<file path="src/rtl/perm_pkg.sv">
package perm_pkg;

   // mask of n low ones, n < 32
   function automatic logic [31:0] low_ones(input int unsigned n);
      return (32'd1 << n) - 32'd1;
   endfunction

   function automatic bit is_pow2(input int unsigned v);
      return (v != 0) && ((v & (v - 1)) == 0);
   endfunction

endpackage

</file>
<file path="src/rtl/perm_frame_ctrl.sv">
module perm_frame_ctrl #(
   parameter int unsigned KMIN_LOG  = 5,
   parameter int unsigned NUM_SIZES = 3,
   parameter int unsigned Q         = 4,
   parameter int unsigned AW        = 7,
   parameter int unsigned SELW      = 2,
   parameter int unsigned LW        = 2
) (
   input  logic            clk,
   input  logic            rst_n,
   input  logic            start_i,
   input  logic [SELW-1:0] size_sel_i,
   output logic            run_o,
   output logic            last_o,
   output logic [AW-1:0]   idx_o,
   output logic [LW-1:0]   layer_o,
   output logic [AW-1:0]   mask_o
);
   localparam logic [LW-1:0]   LAYER_TOP = LW'(Q - 1);
   localparam logic [SELW-1:0] SEL_TOP   = SELW'(NUM_SIZES - 1);

   logic            run_q;
   logic [AW-1:0]   idx_q;
   logic [AW-1:0]   mask_q;
   logic [LW-1:0]   layer_q;
   logic [SELW-1:0] sel_eff;
   logic [31:0]     ones;
   logic [AW-1:0]   mask_new;

   always_comb begin
      sel_eff  = (32'(size_sel_i) >= NUM_SIZES) ? SEL_TOP : size_sel_i;
      ones     = perm_pkg::low_ones(KMIN_LOG + 32'(sel_eff));
      mask_new = ones[AW-1:0];
   end

   assign last_o = run_q && (idx_q == mask_q);

   always_ff @(posedge clk or negedge rst_n) begin
      if (!rst_n) begin
         run_q   <= 1'b0;
         idx_q   <= '0;
         layer_q <= '0;
         mask_q  <= '0;
      end else if (start_i) begin
         run_q   <= 1'b1;
         idx_q   <= '0;
         layer_q <= '0;
         mask_q  <= mask_new;
      end else if (run_q) begin
         run_q   <= !last_o;
         idx_q   <= idx_q + 1'b1;
         layer_q <= (layer_q == LAYER_TOP) ? '0 : layer_q + 1'b1;
      end
   end

   assign run_o   = run_q;
   assign idx_o   = idx_q;
   assign layer_o = layer_q;
   assign mask_o  = mask_q;

   // a start pulse always lands on index 0, layer 0
   assert_start_zero_R6: assert property (@(posedge clk) disable iff (!rst_n)
      start_i |=> (run_o && idx_o == '0 && layer_o == '0));

   // frame closes after its final index unless restarted
   assert_frame_end_R5: assert property (@(posedge clk) disable iff (!rst_n)
      (last_o && !start_i) |=> !run_o);

   // separate layer counter stays in step with low index bits
   assert_layer_track_R3: assert property (@(posedge clk) disable iff (!rst_n)
      run_o |-> (layer_o == idx_o[LW-1:0]));

   // size is frozen for the whole frame
   assert_size_hold_R4: assert property (@(posedge clk) disable iff (!rst_n)
      (run_o && !start_i) |=> (mask_o == $past(mask_o)));

endmodule

</file>
<file path="src/rtl/perm_accum.sv">
module perm_accum #(
   parameter int unsigned AW = 7,
   parameter int unsigned P  = 9
) (
   input  logic          clk,
   input  logic          rst_n,
   input  logic          clear_i,
   input  logic          step_i,
   input  logic [AW-1:0] mask_i,
   output logic [AW-1:0] acc_o
);
   // P mod 2**AW; the frame mask finishes the reduction mod K
   localparam logic [AW-1:0] P_RED = AW'(P);

   logic [AW-1:0] acc_q;

   always_ff @(posedge clk or negedge rst_n) begin
      if (!rst_n)       acc_q <= '0;
      else if (clear_i) acc_q <= '0;
      else if (step_i)  acc_q <= (acc_q + P_RED) & mask_i;
   end

   assign acc_o = acc_q;

   // the running product never leaves the current frame
   assert_acc_range_R7: assert property (@(posedge clk) disable iff (!rst_n)
      step_i |-> ((acc_o & ~mask_i) == '0));

endmodule

</file>
<file path="src/rtl/perm_dither.sv">
module perm_dither #(
   parameter int unsigned AW = 7,
   parameter int unsigned LW = 2,
   parameter int unsigned Q  = 4,
   parameter int unsigned SHIFTS [Q] = '{3, 13, 27, 5}
) (
   input  logic [AW-1:0] acc_i,
   input  logic [LW-1:0] layer_i,
   input  logic [AW-1:0] mask_i,
   output logic [AW-1:0] addr_o
);
   function automatic bit table_is_zero();
      bit z = 1'b1;
      for (int k = 0; k < int'(Q); k++) if (SHIFTS[k] != 0) z = 1'b0;
      return z;
   endfunction

   localparam bit NO_DITHER = table_is_zero();

   if (NO_DITHER) begin : g_plain
      assign addr_o = acc_i & mask_i;
   end else begin : g_dither
      logic [AW-1:0] tab [Q];
      for (genvar g = 0; g < int'(Q); g++) begin : g_entry
         assign tab[g] = AW'(SHIFTS[g]);
      end
      assign addr_o = (acc_i + tab[layer_i]) & mask_i;
   end

endmodule

</file>
<file path="src/rtl/perm_addr_gen.sv">
module perm_addr_gen #(
   parameter int unsigned P          = 9,
   parameter int unsigned Q          = 4,
   parameter int unsigned SHIFTS [Q] = '{3, 13, 27, 5},
   parameter int unsigned KMIN_LOG   = 5,
   parameter int unsigned NUM_SIZES  = 3,
   localparam int unsigned AW   = KMIN_LOG + NUM_SIZES - 1,
   localparam int unsigned SELW = (NUM_SIZES > 2) ? $clog2(NUM_SIZES) : 1,
   localparam int unsigned LW   = (Q > 2) ? $clog2(Q) : 1
) (
   input  logic            clk,
   input  logic            rst_n,
   input  logic            start_i,
   input  logic [SELW-1:0] size_sel_i,
   output logic [AW-1:0]   addr_o,
   output logic            valid_o,
   output logic            last_o
);
   logic            run;
   logic            last;
   logic [AW-1:0]   idx;
   logic [LW-1:0]   layer;
   logic [AW-1:0]   mask;
   logic [AW-1:0]   acc;
   logic [AW-1:0]   addr;

   // elaboration-time parameter checks
   initial begin
      if (P % 2 == 0) $error("stride must be odd");
      if (!perm_pkg::is_pow2(Q) || Q < 2) $error("group length must be a power of two >= 2");
      if (Q > (1 << KMIN_LOG)) $error("group length exceeds smallest frame");
      if (AW >= 31) $error("frame width too large");
      for (int a = 0; a < int'(Q); a++)
         for (int b = a + 1; b < int'(Q); b++)
            if (((P * a + SHIFTS[a]) % Q) == ((P * b + SHIFTS[b]) % Q))
               $error("dither table breaks the permutation");
   end

   perm_frame_ctrl #(
      .KMIN_LOG (KMIN_LOG), .NUM_SIZES (NUM_SIZES), .Q (Q),
      .AW (AW), .SELW (SELW), .LW (LW)
   ) i_ctrl (
      .clk (clk), .rst_n (rst_n), .start_i (start_i), .size_sel_i (size_sel_i),
      .run_o (run), .last_o (last), .idx_o (idx), .layer_o (layer), .mask_o (mask)
   );

   perm_accum #(.AW (AW), .P (P)) i_accum (
      .clk (clk), .rst_n (rst_n), .clear_i (start_i), .step_i (run),
      .mask_i (mask), .acc_o (acc)
   );

   perm_dither #(.AW (AW), .LW (LW), .Q (Q), .SHIFTS (SHIFTS)) i_dither (
      .acc_i (acc), .layer_i (layer), .mask_i (mask), .addr_o (addr)
   );

   assign addr_o  = addr;
   assign valid_o = run;
   assign last_o  = last;

   // every emitted address lies inside the latched frame
   assert_addr_in_frame_R7: assert property (@(posedge clk) disable iff (!rst_n)
      valid_o |-> ((addr_o & ~mask) == '0));

   // the final flag only appears on a valid cycle
   assert_last_valid_R5: assert property (@(posedge clk) disable iff (!rst_n)
      last_o |-> (valid_o && idx == mask));

endmodule

</file>
<file path="config.mk">
export PLATFORM = sky130hd
export DESIGN_NAME = perm_addr_gen
export DESIGN_NICKNAME = d
export VERILOG_FILES = /design/src/rtl/perm_pkg.sv /design/src/rtl/perm_frame_ctrl.sv /design/src/rtl/perm_accum.sv /design/src/rtl/perm_dither.sv /design/src/rtl/perm_addr_gen.sv
export SDC_FILE = /design/constraint.sdc
export NUM_CORES = 1
export LEC_CHECK = 0
export BUFFER_PORTS_ARGS = -buffer_cell sky130_fd_sc_hd__buf_4
export CAP_MARGIN = 20
export CORE_ASPECT_RATIO = 1.75
export CORE_MARGIN = 4
export CORE_UTILIZATION = 55
export DETAILED_ROUTE_END_ITERATION = 8
export GPL_TIMING_DRIVEN = 0
export PLACE_DENSITY = 0.75
export SETUP_SLACK_MARGIN = 0.05
export SYNTH_ARGS = -nofsm -noshare
export SYNTH_HDL_FRONTEND = slang
export SYNTH_SLANG_ARGS = --single-unit
</file>
<file path="constraint.sdc">
create_clock -name clk -period 2.4 [get_ports clk]
set_clock_uncertainty 0.1 [all_clocks]
set_input_delay 0.12 -clock clk [delete_from_list [all_inputs] [get_ports clk]]
set_output_delay 0.12 -clock clk [all_outputs]
set_load 0.005 [all_outputs]
</file>
Word level (Yosys, flattened, before mapping)
Index checks and enable logic that the tools add are counted.
- reductions and logical operators: 3
- shift operators: 1
- multiplexer cells: 13
- bitwise operators: 3
- $add $sub $neg: 6
- $lt $le $gt $ge: 2
- equal/unequal tests: 2
- operator list (operator ; number):
    $mux W7 ; 6
    $shl A1 B32 Y7 const A ; 1
    $and A7 B7 Y7 ; 2
    $bmux W7 S2 ; 1
    $mux W2 ; 4
    $add A7 B1 Y7 const B ; 1
    $add A7 B4 Y7 const B ; 1
    $add A7 B7 Y7 ; 1
    $eq A7 B7 Y1 ; 1
    $sub A7 B1 Y7 const B ; 1
    $add A3 B2 Y4 const A ; 1
    $ge A3 B3 Y1 const B ; 1
    $not A2 Y3 ; 1
    $add A2 B1 Y2 const B ; 1
    $eq A2 B2 Y1 const B ; 1
    $ge A2 B2 Y1 const B ; 1
    $mux W1 ; 2
    $reduce_bool A2 Y1 ; 1
    $logic_and A1 B1 Y1 ; 1
    $logic_not A1 Y1 ; 1
- output and inout bits: 9
- word-level logic and storage cells: 35
- bits of input ports: 5
- flip-flop bits (word level): 24

Depth between registers and ports, before layout
Gate-level depths: netlist of run 1.
- depth in word-level cells: 6
- mapped depth: 7

Hierarchy
From an unflattened synthesis of run 1, not the netlist that was laid out.
- cell total of the unflattened synthesis: 153
- area, all modules: 1395.1 um^2
- by module, submodules not included (module ; area an instance (um^2) ; sequential area each (um^2) ; times used ; cells each):
    perm_frame_ctrl ; 685.7 ; 350.3 ; 1 ; 66
    perm_accum ; 414.1 ; 175.2 ; 1 ; 45
    perm_dither ; 295.3 ; 0.0 ; 1 ; 42

Worst setup path after synthesis of run 1
OpenSTA, ideal clock, no wires.
- kind: register -> output
- start point: register i_ctrl.layer_q[0], in the netlist i_ctrl.layer_o[0]
- end point: output port addr_o[5]
- stages on the path, launching flop included: 7
- path buffers: 0
- arrival time: 1.789 ns
- data required time: 2.180 ns
- setup slack: 0.391 ns
- path through: dfrtp_1 > inv_1 > ha_1 > ha_1 > and3_4 > a211o_1 > or3b_1
- longest elaborated chain between the ends: 6
- ends and longest elaborated chain (item ; line ; RTL):
    start, declared ; perm_frame_ctrl.sv:25 ; logic [LW-1:0] layer_q;
    start signal, assigned ; perm_frame_ctrl.sv:52 ; layer_q <= (layer_q == LAYER_TOP) ? '0 : layer_q + 1'b1;
    $not A2 Y3 (not written as such) ; perm_dither.sv:27 ; assign addr_o = (acc_i + tab[layer_i]) & mask_i;
    $bmux W7 S2 ; perm_dither.sv:27 ;
    $mux W7 (not written as such) (2 in series) ; perm_dither.sv:27 ;
    $add A7 B7 Y7 ; perm_dither.sv:27 ;
    $and A7 B7 Y7 ; perm_dither.sv:27 ;
    end, declared ; perm_addr_gen.sv:15 ; output logic [AW-1:0] addr_o,
Every way passes these cells. The select of a mux whose other input is x is not followed.

Worst setup path after layout of run 1
Ends and elaborated chain as after synthesis.

==> results of run 1 <==
==> cell families after synthesis <==
logic type	count (synthesis)	share of synthesized area, %
other	1	0.252
XOR/XNOR	11	6.49
adder cells (fa/ha/maj)	10	8.93
flip-flops	24	40.4
AND/OR/NAND/NOR	63	23.1
multiplexers	7	4.80
buffers and inverters	13	3.37
AO/OA/AOI/OAI	31	12.6
==> worst min path at each step <==
stage,startpoint,endpoint,slack (ns),cells past startpoint
finish,size_sel_i[0],i_ctrl.mask_o[5]$_DFFE_PN0P_,0.03,3
global route,size_sel_i[0],i_ctrl.mask_o[5]$_DFFE_PN0P_,0.07,3
CTS,size_sel_i[0],i_ctrl.mask_o[5]$_DFFE_PN0P_,0.03,3
detailed placement,rst_n,i_ctrl.idx_o[0]$_DFFE_PN0P_,-0.07,1
global placement,rst_n,i_ctrl.idx_o[1]$_DFFE_PN0P_,-0.07,1
floorplan,rst_n,i_accum.acc_o[0]$_DFFE_PN0P_,-0.28,0
==> area by class of cell <==
class	instances	area share, %
Clock buffer	4	3.11
Multi-Input combinational cell	124	48.9
Timing Repair Buffer	21	9.19
Inverter	8	1.70
Buffer	5	1.13
Tap cell	26	1.84
Sequential cell	24	34.1
==> routing by layer <==
metal	vias to the layer above	track usage, %	wire [µm]
met3	7	0.937	57
met1	579	22.4	1280
met4	0	8.03	63
li1	608	-	-
met5	-	0	0
met2	18	35.1	1870
==> per-stage QoR <==
step	hold WS (ns)	cells	power [mW]	instance area (µm²)
final	0.0309	212	0.944	1770
after global routing	0.0666	212	0.992	1770
after CTS	0.0286	207	0.927	1720
after detailed placement	-0.0666	200	0.641	1620
after global placement	-0.0697	200	0.629	1620
after floorplan	-0.276	161	0.569	1490
==> power by group through the flow <==
| stage | logic [mW] | clock network (mW) | registers [mW] |
|---|---|---|---|
| 2_1_floorplan | 0.115 | 0 | 0.455 |
| 3_3_place_gp | 0.167 | 0 | 0.461 |
| 3_5_place_dp | 0.178 | 0 | 0.463 |
| 4_1_cts | 0.193 | 0.280 | 0.454 |
| 5_1_grt | 0.248 | 0.288 | 0.456 |
| 6_report | 0.222 | 0.270 | 0.452 |
==> worst min-delay path, stage by stage <==
cell and delay, ns:
sky130_fd_sc_hd__buf_4 0.08, sky130_fd_sc_hd__nor2_1 0.03, sky130_fd_sc_hd__a21oi_1 0.12
==> cells in the mapped netlist (all sizes together), types with 2 or more instances <==
master	instances	area, µm²
a211oi	2	15.0
a21o	2	15.0
a21oi	11	55.1
and3	4	30.0
clkbuf	4	15.0
dfrtp	24	601
ha	9	113
inv	8	30.0
mux2i	6	60.1
nand2	13	48.8
nand2b	3	18.8
nand3	2	10.0
nand4	3	18.8
nor2	15	56.3
nor2b	6	45.0
nor3	4	20.0
nor4	2	12.5
nor4b	2	17.5
o21ai	9	45.0
or2	2	12.5
or3	2	12.5
xor2	10	87.6
==> sequential cells by signal, indices dropped and copies added (netlist names) <==
| signal | cells |
|---|---|
| i_accum.acc_o | 7 |
| i_ctrl.idx_o | 7 |
| i_ctrl.mask_o | 7 |
| i_ctrl.layer_o | 2 |
| i_ctrl.run_o | 1 |
==> cell usage in the layout (no fill, tap or decap), types with 2 or more instances in the layout <==
cell,count
sky130_fd_sc_hd__or2_2,2
sky130_fd_sc_hd__a211oi_1,2
sky130_fd_sc_hd__conb_1,2
sky130_fd_sc_hd__dfrtp_2,2
sky130_fd_sc_hd__nor4_1,2
sky130_fd_sc_hd__nand2_1,13
sky130_fd_sc_hd__a21oi_1,11
sky130_fd_sc_hd__mux2i_1,6
sky130_fd_sc_hd__nor3_1,4
sky130_fd_sc_hd__dfrtp_1,22
sky130_fd_sc_hd__nand2b_1,3
sky130_fd_sc_hd__o21ai_1,2
sky130_fd_sc_hd__inv_1,7
sky130_fd_sc_hd__nor4b_1,2
sky130_fd_sc_hd__nand3_1,2
sky130_fd_sc_hd__clkbuf_8,4
sky130_fd_sc_hd__ha_4,2
sky130_fd_sc_hd__or3_1,2
sky130_fd_sc_hd__ha_1,7
sky130_fd_sc_hd__and3_1,3
sky130_fd_sc_hd__buf_4,19
sky130_fd_sc_hd__clkbuf_1,4
sky130_fd_sc_hd__dlygate4sd3_1,2
sky130_fd_sc_hd__o21ai_0,7
sky130_fd_sc_hd__xor2_1,10
sky130_fd_sc_hd__nor2_1,15
sky130_fd_sc_hd__nor2b_1,4
sky130_fd_sc_hd__a21o_1,2
sky130_fd_sc_hd__nand4_1,3
==> timing repair <==
item / CTS / global route
resized for setup: 6 / 4
endpoints found under the hold margin: 25 / 0
pin swaps: 0 / 2
hold buffers: 2 / 0
endpoints found under the setup margin: 3 / 3
setup buffers: 1 / 5
==> results.txt, run 1 <==
The data arrival time at the worst-slack endpoint is 2.10 ns. The count of H-tree levels built during CTS is 1. Data on the critical path is required at its endpoint by 2.18 ns.

The via count of the first global-routing pass is 1,243. For this design the static power due to leakage is 0.831 nW. In the post-route analysis, the smallest setup slack over all paths is 0.0780 ns. In this run the worst setup path begins at i_ctrl.layer_o[0]$_DFFE_PN0P_. The startpoint identified for the worst register-to-register timing path is i_accum.acc_o[0]$_DFFE_PN0P_.

The multi-input combinational cells in the finished layout cover a total of 866 µm². The site row count came out at 24. Detailed placement finished with a half-perimeter wire length of 2400 µm. The proportion of layout cells with a drive suffix above 1 came out at 19.4%. After routing, the total negative slack on setup checks comes to 0 ns. The proportion of total power due to net switching is 27.4%. The first detailed-routing pass took 4 iterations.

The sort of element at the end of the critical path is a primary output. The number of nets with antenna violations after routing came out at 0. The buffer and inverter count on the worst path is 2. The worst setup timing slack at the placement stage came out at 0.100 ns. The largest stage delay on the critical path is 0.41 ns. The synthesized area divided by synthesized cell count came out at 9.28 µm².

The die span in y came out at 76.7 µm. The worst-path cell with the longest stage delay is sky130_fd_sc_hd__dfrtp_2. The main flop type after synthesis is sky130_fd_sc_hd__dfrtp_1. The number of storage elements in the synthesis netlist came out at 24. The number of flops mapped to enable cells by yosys came out at 0. After detailed routing, the number of vias per cell comes to 5.72. The run finished with clean final reports.

The number of input and output port buffers inserted is 13. The number of diodes added for antenna fixing is 0. The worst hold path belongs to the class input port to flip-flop. The aggregate routed wire length is 3270 µm. For the worst flop-to-flop path, the logic depth is 6.

Of all nets on the critical path, the largest fanout is 7. Setup repair after global routing could not meet its margin everywhere. The area occupied by registers came out at 603 µm². The cell count along the critical path came out at 7. The period utilization is 96.8%. After the first detailed-routing iteration, the DRC count stood at 14. The net count reported at finish came out at 202. The average routed wire per standard cell came out at 15.4 µm.

In this run the clock root is driven by a sky130_fd_sc_hd__clkbuf_8. Cells fill 69.3% of the core in the end. The max-cap violation count is 0. Clock-pin slew was measured on the worst setup and hold paths at 0.08 ns. The initial antenna violation count is 0. Clock tree synthesis inserted a total of 3 buffers. The capture instance of the worst register-to-register path is i_accum.acc_o[6]$_DFFE_PN0P_. Across all register-to-register paths, the minimum setup slack is 0.69 ns. Dividing total power by cell area gives a power density of 534 nW/µm². The final count of negative-setup-slack endpoints came out at 0. The setup path with the least slack is of type flip-flop to primary output.

The final-report max-slew violation count came out at 0. The clock share of power came out at 28.6%. TritonCTS built the clock tree. The kind of cell adding the most delay to the critical path is simple AND/OR/NAND/NOR gates. The fraction of registers with async set/reset came out at 100%. The total grt overflow is 0. Summing every instance area after synthesis gives 1490 µm². Entering global routing, the biggest net connects 25 pins. The core region is 2550 µm². The TritonCTS sink count came out at 24. The number of buffers between clock root and the deepest sink is 2. The most critical setup path has its endpoint at addr_o[5].

Global routing consumed, over all layers together, 19.7% of the routing resources. The combinational fraction of design power is 23.5%. The I/O pin count is 14. The post-detailed-route DRC marker count is 0. The initial standard-cell utilization of the core is 58.2%. The placer congestion estimate came out at 0.786. The number of warning messages in the yosys log is 0.

STA classifies the critical path startpoint as a flip-flop. Of the synthesized area, sequential elements account for 40.4%. The number of different library cells used by synthesis comes to 41. Across all layers, the routed design uses 1,212 vias. The floorplan die area is 3630 µm². The worst path in the final design needs a cycle of 2.32 ns, including I/O delays and setup.

The highest clock frequency the design can meet is 431 MHz. The clock reaches the later pin of the worst-skew pair after 0.27 ns. The synthesized instance count came out at 160.

The horizontal die dimension came out at 47.3 µm. The switching component of the power is 259 µW. The final-layout fill cell count came out at 218.

Internal power comes to 686 µW. The hold violation total from the final report is 0. The worst vdd rail ir drop is 0.000511 V. The layout-stage area growth over the synthesis result is 19.1%.

Traced cell by cell, the critical path runs through inv_1 > ha_1 > ha_4 > and3_4 > a211o_1 > or3b_1 > buf_4. Of the total power, registers draw 47.9%. The first global-routing pass estimated 5310 µm of wire.
No activity file was read; power rests on OpenSTA's default activity.
==> run 2, diff against run 1 <==
==> constraint.sdc (replaced) <==
create_clock -name clk -period 2.4 [get_ports clk]
set_clock_uncertainty 0.1 [all_clocks]
set_input_delay 0.24 -clock clk [delete_from_list [all_inputs] [get_ports clk]]
set_output_delay 0.24 -clock clk [all_outputs]
set_load 0.005 [all_outputs]
==> run 2 against run 1 <==
Routed wire length is 3.1% higher. Largest cell class unchanged. Via count rose by 0.91%. Flip-flop and latch count unchanged. Cell area increased by 1.5%. Critical path type unchanged. Highest routed layer unchanged. Core utilization rose by 1.0 points. Die area stayed put. Critical endpoint unchanged. First-iteration DRC count grew 50%.
==> results.txt, run 2 (synthesized netlist as in run 1, its figures left out) <==
The floorplan die area was 3630 µm² (unchanged). The most common cell after layout, fill and taps aside is sky130_fd_sc_hd__dfrtp_1. The worst setup timing slack at the placement stage was -0.0196 ns (-0.120 ns). The post-layout minimum cycle time is 2.36 ns (+0.0405 ns). The horizontal die dimension was 47.3 µm (unchanged). The worst setup slack after layout is 0.0374 ns (-0.0405 ns). The flow ran to the end, and the final reports show no timing, DRC or antenna violations. The area occupied by registers came out at 604 µm² (+0.21%). The final count of negative-setup-slack endpoints was 0 (unchanged). The static leakage power came out at 0.817 nW (-1.7%). The total grt overflow was 0 (unchanged). The average routed wire per standard cell came out at 16.1 µm (+4.5%). The area used by multi-input combinational logic came out at 913 µm² (+5.5%). The number of input and output port buffers inserted came to 13 (unchanged). The number of iterations in the first detailed-routing pass came out at 4 (unchanged). The post-detailed-route DRC marker count came out at 0 (unchanged). The path type of the worst min-delay path is input port to flip-flop. The number of violations reported at the end of detailed-routing iteration 0 came out at 21 (+7).

The worst vdd rail ir drop is 0.000518 V (+1.4%). The number of buffers between clock root and the deepest sink is 2 (unchanged). The initial antenna violation count is 0 (unchanged).

The proportion of layout cells with a drive suffix above 1 came out at 23.0% (+3.6 points). The critical path is of the flip-flop to primary output type. The final-layout fill cell count is 210 (-3.7%). The worst setup path is launched from a flip-flop. The site row count came out at 24 (unchanged).

The global-route wire length before repair is 5470 µm (+3.0%). The data required time at the worst endpoint was 2.06 ns (-0.12 ns). The total power came out at 960 µW (+1.6%). The source-to-sink clock delay at the later pin of the worst-skew pair came out at 0.27 ns (about the same).

The sum of negative setup slack came to 0 ns (unchanged). The final-report max-slew violation count came to 0 (unchanged). The global-route total usage across every layer was 20.3% (+0.66 points). The die span in y is 76.7 µm (unchanged). The initial standard-cell utilization of the core is 58.2% (unchanged). The data arrival time at the worst-slack endpoint came out at 2.02 ns (-0.08 ns).

TritonCTS built the clock tree. The clock slew at the register clock pins of the worst setup and hold paths came out at 0.09 ns (about the same). The net count reported at finish is 199 (-1.5%). The number of cells in the design after placement is 200 (unchanged).

The area of placed instances is 1620 µm² (unchanged). The root buffer cell chosen for the clock tree is sky130_fd_sc_hd__clkbuf_8. The highest clock frequency the design can meet is 423 MHz (-1.7%).

The placer congestion estimate is 0.786 (unchanged). The I/O pin count came out at 14 (unchanged). Setup repair after global routing could not meet its margin everywhere. The pin count of the biggest net entering global routing is 25 (unchanged). The detail-routed via count per cell is 5.85 (+2.4%). The core box area is 2550 µm² (unchanged). The cell area after layout came out at 1800 µm² (+1.5%). The detailed placer's ending HPWL is 2400 µm (unchanged). The area growth from synthesis to layout is 20.9%. The sort of element at the end of the critical path is a primary output. The hold violation total from the final report is 0 (unchanged).

The final cell utilization of the core is 70.3% (+1.0 points). Leaving out fill and tap cells, the most frequent cells in the layout are sky130_fd_sc_hd__dfrtp_1, sky130_fd_sc_hd__buf_4, sky130_fd_sc_hd__nor2_1, sky130_fd_sc_hd__nand2_1, sky130_fd_sc_hd__a21oi_1. The number of diodes added for antenna fixing came out at 0 (unchanged). The total via count in the routed design came to 1,223 (+0.91%). The number of standard cells in the final layout excluding fillers came out at 209 (-1.4%). The largest fanout of any net on the critical path is 2 (-5). The power per cell area came out at 535 nW/µm² (+0.15%). The number of nets with antenna violations after routing is 0 (unchanged). The via count of the first global-routing pass is 1,261 (+1.4%). The CTS buffer count was 3 (unchanged).

The aggregate routed wire length is 3370 µm (+3.1%). The period utilization is 98.4% (+1.7 points). The max-cap violation count is 0 (unchanged). The count of H-tree levels built during CTS came out at 1 (unchanged). The TritonCTS sink count is 24 (unchanged). The final worst hold slack is 0.117 ns (+0.0864 ns).
-- run 2: timing repair --
item,CTS,global route
pin swaps,3,2
hold buffers,1,0
endpoints found under the hold margin,24,0
endpoints found under the setup margin,3,3
resized for setup,15,6
setup buffers,4,0
gates cloned,0,0
-- run 2: cell type report --
| type | instances | share of cell area (%) |
|---|---|---|
| Sequential cell | 24 | 33.7 |
| Multi-Input combinational cell | 124 | 50.9 |
| Clock buffer | 4 | 3.07 |
| Buffer | 5 | 1.11 |
| Timing Repair Buffer | 18 | 7.67 |
| Inverter | 8 | 1.81 |
| Tap cell | 26 | 1.81 |
-- run 2: critical path, cell delays in order, from the launching register on --
cell	delay (ns)
sky130_fd_sc_hd__dfrtp_1	0.41
sky130_fd_sc_hd__ha_4	0.28
sky130_fd_sc_hd__inv_4	0.04
sky130_fd_sc_hd__ha_4	0.15
sky130_fd_sc_hd__and3_4	0.15
sky130_fd_sc_hd__a211o_1	0.23
sky130_fd_sc_hd__or3b_1	0.34
sky130_fd_sc_hd__buf_4	0.14
-- run 2: per-layer routing --
layer  share of wire (%)  up-vias  global-route usage [%]
li1                    -      599                       -
met1                  37      599                    22.8
met2                  59       20                    37.1
met3                 2.3        5                   0.937
met4                 1.4        0                    7.20
met5                   0        -                       0
-- run 2: power by group --
part           internal [mW]  switching [mW]  leakage, nW
Combinational          0.118           0.116        0.492
Clock                  0.146           0.125       0.0288
Sequential             0.425          0.0284        0.296
-- run 2: worst paths after layout --
path                                                     end  depth (start not counted)                     startpoint  slack (ns)
worst max-delay path                               addr_o[5]                          7  i_ctrl.layer_o[1]$_DFFE_PN0P_        0.04
worst min-delay path            i_ctrl.mask_o[6]$_DFFE_PN0P_                          2                  size_sel_i[1]        0.12
worst max register to register  i_accum.acc_o[6]$_DFFE_PN0P_                          6   i_accum.acc_o[0]$_DFFE_PN0P_        0.69
worst min register to register  i_ctrl.mask_o[0]$_DFFE_PN0P_                          1   i_ctrl.mask_o[0]$_DFFE_PN0P_        0.42
max in group asynchronous       i_accum.acc_o[0]$_DFFE_PN0P_                          2                          rst_n        1.65
min in group asynchronous        i_ctrl.idx_o[0]$_DFFE_PN0P_                          2                          rst_n        0.30
